===== src/rtl/dma_mover.sv =====
module dma_mover #(
  parameter int ADDR_W = 16,
  parameter int CNT_W  = 10,
  parameter int N_EXT  = 8,
  parameter int N_INT  = 32
) (
  input  logic              clk,
  input  logic              rst_n,
  input  logic              cfg_wr,
  input  logic [2:0]        cfg_addr,
  input  logic [31:0]       cfg_wdata,
  output logic [31:0]       cfg_rdata,
  input  logic [N_EXT-1:0]  ext_irq,
  input  logic [N_INT-1:0]  int_irq,
  output logic              mem_req,
  output logic              mem_we,
  output logic              mem_wide,
  output logic [ADDR_W-1:0] mem_addr,
  output logic [15:0]       mem_wdata,
  input  logic [15:0]       mem_rdata,
  output logic              dma_irq
);
  localparam int ESW = (N_EXT > 1) ? $clog2(N_EXT) : 1;
  localparam int ISW = (N_INT > 1) ? $clog2(N_INT) : 1;

  typedef enum logic [1:0] {S_IDLE, S_ARMED, S_READ, S_WRITE} st_t;

  st_t              st;
  logic [ADDR_W-1:0] src_q, dst_q;
  logic [CNT_W-1:0]  cnt_q;
  logic              wide_q, done_q, err_q, irq_q, trig_prev;
  logic [1:0]        mode_q;
  logic [ESW-1:0]    esel_q;
  logic [ISW-1:0]    isel_q;

  logic busy, wr_ok, ctrl_wr, start_req, odd, cur_line, new_line, trig_edge, unused_ok;
  logic [ADDR_W-1:0] step;

  assign busy      = (st != S_IDLE);
  assign wr_ok     = cfg_wr && !busy;
  assign ctrl_wr   = wr_ok && (cfg_addr == 3'd3);
  assign start_req = ctrl_wr && cfg_wdata[0];
  assign odd       = cfg_wdata[1] && (src_q[0] || dst_q[0]);
  assign step      = wide_q ? ADDR_W'(2) : ADDR_W'(1);
  assign cur_line  = mode_q[1] ? int_irq[isel_q] : (mode_q[0] && ext_irq[esel_q]);
  assign new_line  = cfg_wdata[3] ? int_irq[cfg_wdata[16 +: ISW]]
                                  : (cfg_wdata[2] && ext_irq[cfg_wdata[8 +: ESW]]);
  assign trig_edge = cur_line && !trig_prev;
  assign unused_ok = ^cfg_wdata;

  assign mem_req   = (st == S_READ) || (st == S_WRITE);
  assign mem_we    = (st == S_WRITE);
  assign mem_wide  = wide_q;
  assign mem_addr  = (st == S_WRITE) ? dst_q : src_q;
  assign mem_wdata = wide_q ? mem_rdata : {8'h00, mem_rdata[7:0]};
  assign dma_irq   = irq_q;

  always_comb begin
    case (cfg_addr)
      3'd0:    cfg_rdata = 32'(src_q);
      3'd1:    cfg_rdata = 32'(dst_q);
      3'd2:    cfg_rdata = 32'(cnt_q);
      3'd3:    cfg_rdata = (32'(isel_q) << 16) | (32'(esel_q) << 8) | {28'd0, mode_q, wide_q, 1'b0};
      3'd4:    cfg_rdata = {29'd0, err_q, done_q, busy};
      default: cfg_rdata = 32'd0;
    endcase
  end

  always_ff @(posedge clk or negedge rst_n) begin
    if (!rst_n) begin
      st <= S_IDLE;
      src_q <= '0; dst_q <= '0; cnt_q <= '0;
      wide_q <= 1'b0; mode_q <= '0; esel_q <= '0; isel_q <= '0;
      done_q <= 1'b0; err_q <= 1'b0; irq_q <= 1'b0; trig_prev <= 1'b0;
    end else begin
      irq_q     <= 1'b0;
      trig_prev <= ctrl_wr ? new_line : cur_line;
      if (wr_ok && cfg_addr == 3'd0) src_q <= cfg_wdata[ADDR_W-1:0];
      if (wr_ok && cfg_addr == 3'd1) dst_q <= cfg_wdata[ADDR_W-1:0];
      if (wr_ok && cfg_addr == 3'd2) cnt_q <= cfg_wdata[CNT_W-1:0];
      if (ctrl_wr) begin
        wide_q <= cfg_wdata[1];
        mode_q <= cfg_wdata[3:2];
        esel_q <= cfg_wdata[8 +: ESW];
        isel_q <= cfg_wdata[16 +: ISW];
      end
      if (cfg_wr && cfg_addr == 3'd4) begin
        if (cfg_wdata[1]) done_q <= 1'b0;
        if (cfg_wdata[2]) err_q  <= 1'b0;
      end
      case (st)
        S_IDLE: if (start_req) begin
          done_q <= 1'b0;
          err_q  <= 1'b0;
          if (odd) err_q <= 1'b1;
          else if (cnt_q == '0) begin
            done_q <= 1'b1;
            irq_q  <= 1'b1;
          end else st <= (cfg_wdata[3:2] == 2'd0) ? S_READ : S_ARMED;
        end
        S_ARMED: if (trig_edge) st <= S_READ;
        S_READ:  st <= S_WRITE;
        S_WRITE: begin
          src_q <= src_q + step;
          dst_q <= dst_q + step;
          cnt_q <= cnt_q - CNT_W'(1);
          if (cnt_q == CNT_W'(1)) begin
            st     <= S_IDLE;
            done_q <= 1'b1;
            irq_q  <= 1'b1;
          end else st <= (mode_q == 2'd0) ? S_READ : S_ARMED;
        end
        default: st <= S_IDLE;
      endcase
    end
  end

  assert_write_follows_read_R2: assert property (@(posedge clk) disable iff (!rst_n)
    mem_we |-> $past(mem_req && !mem_we));
  assert_count_steps_R2: assert property (@(posedge clk) disable iff (!rst_n)
    mem_we |=> (cnt_q == $past(cnt_q) - CNT_W'(1)));
  assert_even_wide_R4: assert property (@(posedge clk) disable iff (!rst_n)
    (mem_req && mem_wide) |-> !mem_addr[0]);
  assert_irq_at_done_R6: assert property (@(posedge clk) disable iff (!rst_n)
    dma_irq |-> (done_q && !busy));
  assert_busy_holds_src_R9: assert property (@(posedge clk) disable iff (!rst_n)
    busy |=> ($stable(src_q) || $past(mem_we)));
endmodule


===== config.mk =====
export PLATFORM = sky130hd
export DESIGN_NAME = dma_mover
export DESIGN_NICKNAME = d
export VERILOG_FILES = /design/src/rtl/dma_mover.sv
export SDC_FILE = /design/constraint.sdc
export NUM_CORES = 1
export LEC_CHECK = 0
export BUFFER_PORTS_ARGS = -buffer_cell sky130_fd_sc_hd__buf_2
export CAP_MARGIN = 25
export CORE_MARGIN = 3
export CORE_UTILIZATION = 35
export DETAILED_ROUTE_END_ITERATION = 12
export HOLD_SLACK_MARGIN = 0.15
export PLACE_DENSITY_LB_ADDON = 0.1
export SLEW_MARGIN = 20
export SYNTH_ARGS = -nofsm -noshare
export SYNTH_HDL_FRONTEND = slang
export SYNTH_SLANG_ARGS = --single-unit

===== constraint.sdc =====
create_clock -name clk -period 3.36 [get_ports clk]
set_input_delay 0.336 -clock clk [delete_from_list [all_inputs] [get_ports clk]]
set_output_delay 0.336 -clock clk [all_outputs]
set_load 0.03 [all_outputs]

==> impl_metrics.json, run 1 <==
{
  "path_max_fanout": 45,
  "drive_gt1_share_pct": 30.7,
  "rsz0062_at_grt": "false",
  "clock_path_buffers": 2,
  "grt_pass1_vias": 4789,
  "avgSynthCellArea_um2": 9.17,
  "nets": 760,
  "layout_common_cells": "buf_2 (123), dfrtp_1 (59), nor2_1 (54)",
  "final_hold_viol_count": 0,
  "critPathSlowestCell": "buf_4",
  "synth_enable_flop_cells": 0,
  "first_pass_iters": 6,
  "cts.htree.levels": 3,
  "rrSetupSlack_ns": 0.77,
  "layout_commonest_cell": "buf_2",
  "end_kind": "primary output",
  "max_cap_violations": 0,
  "worstPathArrival_ns": 2.29,
  "cts_hold_buf": 1,
  "synth-seq-cells": 59,
  "cpLargestDelayFamily": "buffers and inverters",
  "synth_flop_cell": "dfrtp_1",
  "gp_congestion": 0.844,
  "area_growth_pct": 19.5,
  "place_inst": 820,
  "finalSetupViolations": 0,
  "avgRoutedWirePerCell_um": 19.0,
  "die_y_um": 126,
  "cts.clk_slew.worst_paths_ns": 0.05,
  "worstSetupPathType": "reg -> out",
  "dpl_cell_area_mm2": 0.00568,
  "report.final.slew_viol_count": 0,
  "worst_pin_slew_ns": 0.781,
  "hold_path.class": "in -> reg",
  "slowest_delay_ns": 0.50,
  "post_cts_buffers": 0,
  "crit_chain": "ha_2 > buf_4 > mux2_2 > buf_2",
  "finalWirelength_mm": 15.9,
  "synthArstFlopShare_pct": 100,
  "synth_area_mm2": 0.00502,
  "p_leak_nw": 2.73,
  "clock_skew_ns": 0.00698,
  "grt_use_total_pct": 19.8,
  "timing.final.crit_share_pct": 78.3,
  "die_x_um": 126,
  "cts_buffers": 9,
  "status": "finished clean",
  "grt.busiest_layer": "met2",
  "start_util_pct": 35.9,
  "gr-total-overflow": 0,
  "grt_max_degree": 46,
  "vias": 4770,
  "peakVddDrop_uv": 509,
  "cp.buffers_inverters": 2,
  "required_ns": 3.02,
  "rows": 43,
  "synthCells": 548,
  "synth_cell_types": 66,
  "grtUsageMet3_pct": 4.03,
  "grt_pass1_wl_mm": 25.0,
  "synth_warnings": 0,
  "cts_root_buf": "clkbuf_16",
  "start_kind": "flip-flop",
  "post_drt_via_cell_ratio": 5.70,
  "ctsResizeCount": 0,
  "clock-sinks": 59,
  "drc": 0,
  "power.density_mw_per_mm2": 894,
  "max_freq_mhz": 380,
  "relSlewSlack_pct": 47.5,
  "insertedDiodeCount": 0,
  "grtUsageMet1_pct": 24.9,
  "grt_use_met2_pct": 35.0,
  "fin_area_mm2": 0.00601,
  "port_buffers": 123,
  "hpwl_mm": 12.2,
  "drt-initial-drc-count": 355,
  "dpl_worst_slack_ns": 0.725,
  "clock_latency_ns": 0.34,
  "antenna_found_initial": 0,
  "core_area_mm2": 0.0140,
  "tritoncts": "done",
  "p_total_w": 0.00537,
  "die_area_mm2": 0.0158,
  "ant_nets": 0,
  "ys_seq_area_share_pct": 29.4,
  "tns_ns": 0,
  "instances_no_fill": 837,
  "ioPinCount": 162,
  "fin_ws_ns": 0.730,
  "min_period_ns": 2.63
}
==> cells by family (layout without fill, tap and decap cells) <==
family                     Yosys count  count (layout)  synth area share, %
other                                1              11               0.0746
buffers and inverters               74             173                 7.42
DFF                                 59              59                 29.4
xor gates and xnor gates             2               2                0.349
and+or+nand+nor                    191             191                 19.7
AOI/OAI and AO/OA                  130             130                 17.9
muxes                               77              77                 21.3
adders and majority gates           14              14                 3.78
==> cell usage after synthesis, types with 3 or more instances <==
cell      count  area, µm²
a211oi_1     18        135
a21o_1        3       22.5
a21oi_1      27        135
a22oi_1       7       52.6
a311oi_1      7       61.3
a31oi_1       5       31.3
and2_1       22        138
and3_1        8       50.1
and4_1        7       61.3
buf_1         4       15.0
buf_4        20        150
clkbuf_1     20       75.1
dfrtp_1      59       1480
ha_1         12        150
inv_1        25       93.8
mux2_2       26        293
mux2i_1      31        310
mux4_1        5        131
mux4_2       15        338
nand2_1      39        146
nand2b_1      3       18.8
nand3_1      11       55.1
nand4_1      13       81.3
nor2_1       54        203
nor2b_1       4       25.0
nor3_1       10       50.1
o21a_1        3       22.5
o21ai_0      28        140
o221a_2       4       45.0
o22ai_1       5       31.3
o31a_1        3       26.3
or3_1         3       18.8
==> routing by layer <==
| layer | share of wire [%] | vias up |
|---|---|---|
| li1 | - | 2240 |
| met3 | 5.1 | 18 |
| met5 | 0 | - |
| met2 | 51 | 127 |
| met4 | 1.3 | 0 |
| met1 | 43 | 2385 |
==> through the flow <==
stage / hold slack [ns] / util [%]
final: 0.253 / 42.9
after global routing: 0.275 / 42.9
after CTS: 0.245 / 42.9
after detailed placement: 0.424 / 40.6
after global placement: 0.416 / 40.6
after floorplan: 0.0404 / -
==> final cells by class <==
cell class | instances | area [µm²]
Fill cell | 1419 | 7980
Inverter | 26 | 97.6
Multi-Input combinational cell | 425 | 3220
Sequential cell | 59 | 1480
Timing Repair Buffer | 131 | 678
Clock inverter | 4 | 47.5
Tap cell | 180 | 225
Clock buffer | 12 | 267
==> sequential cells by signal, summed over array words and instances, names as in the netlist, 2 cells and up <==
| signal | count |
|---|---|
| dst_q | 16 |
| src_q | 16 |
| cnt_q | 10 |
| isel_q | 5 |
| esel_q | 3 |
| mode_q | 2 |
| st | 2 |
==> worst paths after layout <==
path                                from          end  cells past startpoint
min                        cfg_wdata[15]    src_q[15]                      2
max                                st[0]  mem_addr[3]                      4
max reg2reg                     mem_wide     dst_q[8]                      8
min in group asynchronous          rst_n     src_q[1]                      2
min reg2reg                       done_q       done_q                      1
max in group asynchronous          rst_n    esel_q[0]                      3
==> power by group <==
| part | leakage (nW) | total [W] | internal [W] | switching, W |
|---|---|---|---|---|
| registers | 0.702 | 0.00154 | 0.00101 | 0.000526 |
| logic | 1.88 | 0.00285 | 0.00115 | 0.00170 |
| clock network | 0.155 | 0.000974 | 0.000631 | 0.000342 |
| total | 2.73 | 0.00537 | 0.00280 | 0.00257 |
(Power assumes the default switching activity.)
==> run 2, diff against run 1 <==
Settings changed: ABC_AREA set to 1.
Clock period 3.36 ns to 2.7 ns, I/O delays scaled along.
==> run 2 against run 1 <==
Effect of this change:
- non-clock buffer count rose by 6
- worst setup slack worse by 0.50 ns
- power rose by 21%
- synthesized cell count rose by 36%
- critical path depth rose by 11
- critical endpoint is now src_q[14]
- largest power group unchanged
==> impl_metrics.json, run 2 <==
{
  "area_growth_pct": 20.1,
  "synthArstFlopShare_pct": 100,
  "synth-seq-cells": 59,
  "die_y_um": 125,
  "die_x_um": 125,
  "switching_share_pct": 52.0,
  "p_leak_nw": 2.98,
  "place_inst": 1024,
  "synth_common_cells": "nand2_1 (182), inv_1 (86), o21ai_0 (75)",
  "synth_enable_flop_cells": 0,
  "ant_nets": 0,
  "clock_skew_ns": 0.00766,
  "register_area_mm2": 0.00148,
  "max_cap_violations": 0,
  "drive_gt1_share_pct": 20.7,
  "synthCells": 745,
  "post_drt_via_cell_ratio": 5.38,
  "clock_path_buffers": 2,
  "critPathSlowestCell": "fa_1",
  "cp_common_cell": "nand2_1",
  "switchingPower_w": 0.00337,
  "power_frac_seq_pct": 27.9,
  "avgRoutedWirePerCell_um": 16.7,
  "worstPathArrival_ns": 2.69,
  "route.met2.wl_mm": 7.87,
  "status": "finished clean",
  "peakVddDrop_uv": 697,
  "synth_area_leaders": "dfrtp_1 (30%), nand2_1 (14%), o21ai_0 (7.5%), nand3_1 (6.7%), inv_1 (6.5%)",
  "cpLargestDelayFamily": "simple AND/OR/NAND/NOR gates",
  "synth_warnings": 0,
  "fillers": 1510,
  "finalSetupViolations": 0,
  "gr-total-overflow": 0,
  "min_from": "cfg_wdata[0]",
  "grt_pass1_vias": 5351,
  "top_regs": "dst_q (16), src_q (16), cnt_q (10)",
  "gp_congestion": 0.931,
  "avgSynthCellArea_um2": 6.70,
  "top_layer_used": "met4",
  "drt-met1-wl_mm": 8.01,
  "synth_flop_cell": "dfrtp_1",
  "clock-sinks": 59,
  "rows": 43,
  "timing.final.crit_share_pct": 91.6,
  "layout_commonest_cell": "nand2_1",
  "worstSetupPathType": "reg -> reg",
  "required_ns": 2.91,
  "grt_max_degree": 55,
  "clock_latency_ns": 0.33,
  "final_hold_viol_count": 0,
  "rrSetupSlack_ns": 0.23,
  "tns_ns": 0,
  "core_area_mm2": 0.0139,
  "multi_input_area_mm2": 0.00292,
  "reg2reg_depth": 15,
  "cts.htree.levels": 3,
  "report.final.slew_viol_count": 0,
  "antenna_found_initial": 0,
  "port_buffers": 123,
  "rsz0062_at_grt": "false",
  "hold_end": "cnt_q[0]",
  "nets": 964,
  "wl_met3_mm": 1.29,
  "die_area_mm2": 0.0157,
  "cts.clk_slew.worst_paths_ns": 0.05,
  "max_freq_mhz": 404,
  "hold_path.class": "in -> reg",
  "first_pass_iters": 5,
  "ys_seq_area_share_pct": 29.6,
  "synth_top_area_cell": "dfrtp_1",
  "grt_use_total_pct": 21.5,
  "tritoncts": "done",
  "drt-initial-drc-count": 662,
  "synth_cell_types": 51,
  "hpwl_mm": 13.2,
  "r2r-end": "src_q[14]",
  "cts_buffers": 9,
  "grt_pass1_wl_mm": 27.6,
  "cts_root_buf": "clkbuf_16",
  "drc": 0,
  "worst_pin_slew_ns": 0.798,
  "path_max_fanout": 5,
  "relSlewSlack_pct": 46.8,
  "instances_no_fill": 1038,
  "start_kind": "flip-flop",
  "layout_common_cells": "nand2_1 (182), buf_2 (123), inv_1 (85)",
  "min_period_ns": 2.47,
  "whs_ns": 0.193,
  "crit_chain": "inv_2 > ha_1 > inv_1 > fa_1 > nor2_1 > nand2_1 > nor2_1 > nand2_1 > nor2_2 > nand2_2 > nor2_2 > nand3_1 > xor2_1 > nand2_1 > nand3_1",
  "slowest_delay_ns": 0.42,
  "p_int_w": 0.00311,
  "finalWirelength_mm": 17.4,
  "power.share.clock_pct": 15.8,
  "timing.rr.start": "mem_wide",
  "yosys.cell_count.top_type": "nand2_1",
  "synth_area_mm2": 0.00499,
  "power.density_mw_per_mm2": 1080,
  "ioPinCount": 162,
  "hold_depth": 3,
  "end_kind": "flip-flop",
  "post_cts_buffers": 0,
  "cp.buffers_inverters": 2,
  "start_util_pct": 35.8,
  "pwr-share-comb_pct": 56.3,
  "insertedDiodeCount": 0,
  "vias": 5585,
  "synth_top_area_share_pct": 29.6
}
[run 2: worst max path at each step]
stage	start	endpoint	slack (ns)	cells past startpoint
after floorplan	mem_wide	dst_q[14]	0.02	13
after global placement	mem_wide	dst_q[14]	0.21	12
after detailed placement	mem_wide	dst_q[14]	0.18	12
after CTS	mem_wide	dst_q[14]	0.17	12
after global routing	mem_wide	src_q[14]	0.04	15
final	mem_wide	src_q[14]	0.23	15
[run 2: kinds of logic after synthesis]
family	count (synthesis)	synth area share, %
compound gates	173	21.7
xor+xnor	6	1.05
fa+ha+maj	14	3.81
buf+inv	143	12.8
flops	59	29.6
mux	1	0.301
other cells	1	0.0751
simple gates	348	30.7
[run 2: stage by stage]
stage | util, % | setup WS (ns) | total power [W] | area, µm²
floorplan | - | 0.0223 | 0.00438 | 5030
global placement | 41.2 | 0.213 | 0.00538 | 5740
detailed placement | 41.2 | 0.178 | 0.00545 | 5740
CTS | 43.0 | 0.174 | 0.00650 | 6000
global route | 43.0 | 0.0403 | 0.00702 | 6000
finish | 43.0 | 0.226 | 0.00648 | 6000
[run 2: what timing repair did]
action                     CTS  global route
setup endpoints to repair    0             1
hold buffers                 1             0
hold endpoints to repair    29             0
resized for setup            0             1
[run 2: cell type report]
cell class	instances	share of cell area (%)
multi-input combinational	553	48.7
sequential	59	24.6
timing repair buffer	137	12.7
inverter	96	6.07
clock buffer	13	4.17
tap	180	3.75
[run 2: per-layer routing]
layer,vias up,track usage (%)
li1,2701,-
met1,2623,30.0
met2,240,34.0
met3,21,4.96
met4,0,4.72
met5,-,0
[run 2: tightest hold or removal path, delay by kind of cell]
kind / cells / cell delay, ns
compound gates: 2 / 0.13
buf+inv: 1 / 0.09
[run 2: power by group through the flow]
stage	Clock (W)	Combinational [W]	Sequential [W]
after floorplan	0	0.00275	0.00163
after global placement	0	0.00359	0.00179
after detailed placement	0	0.00364	0.00181
after CTS	0.00105	0.00365	0.00180
after global routing	0.00108	0.00405	0.00188
final	0.00103	0.00365	0.00181
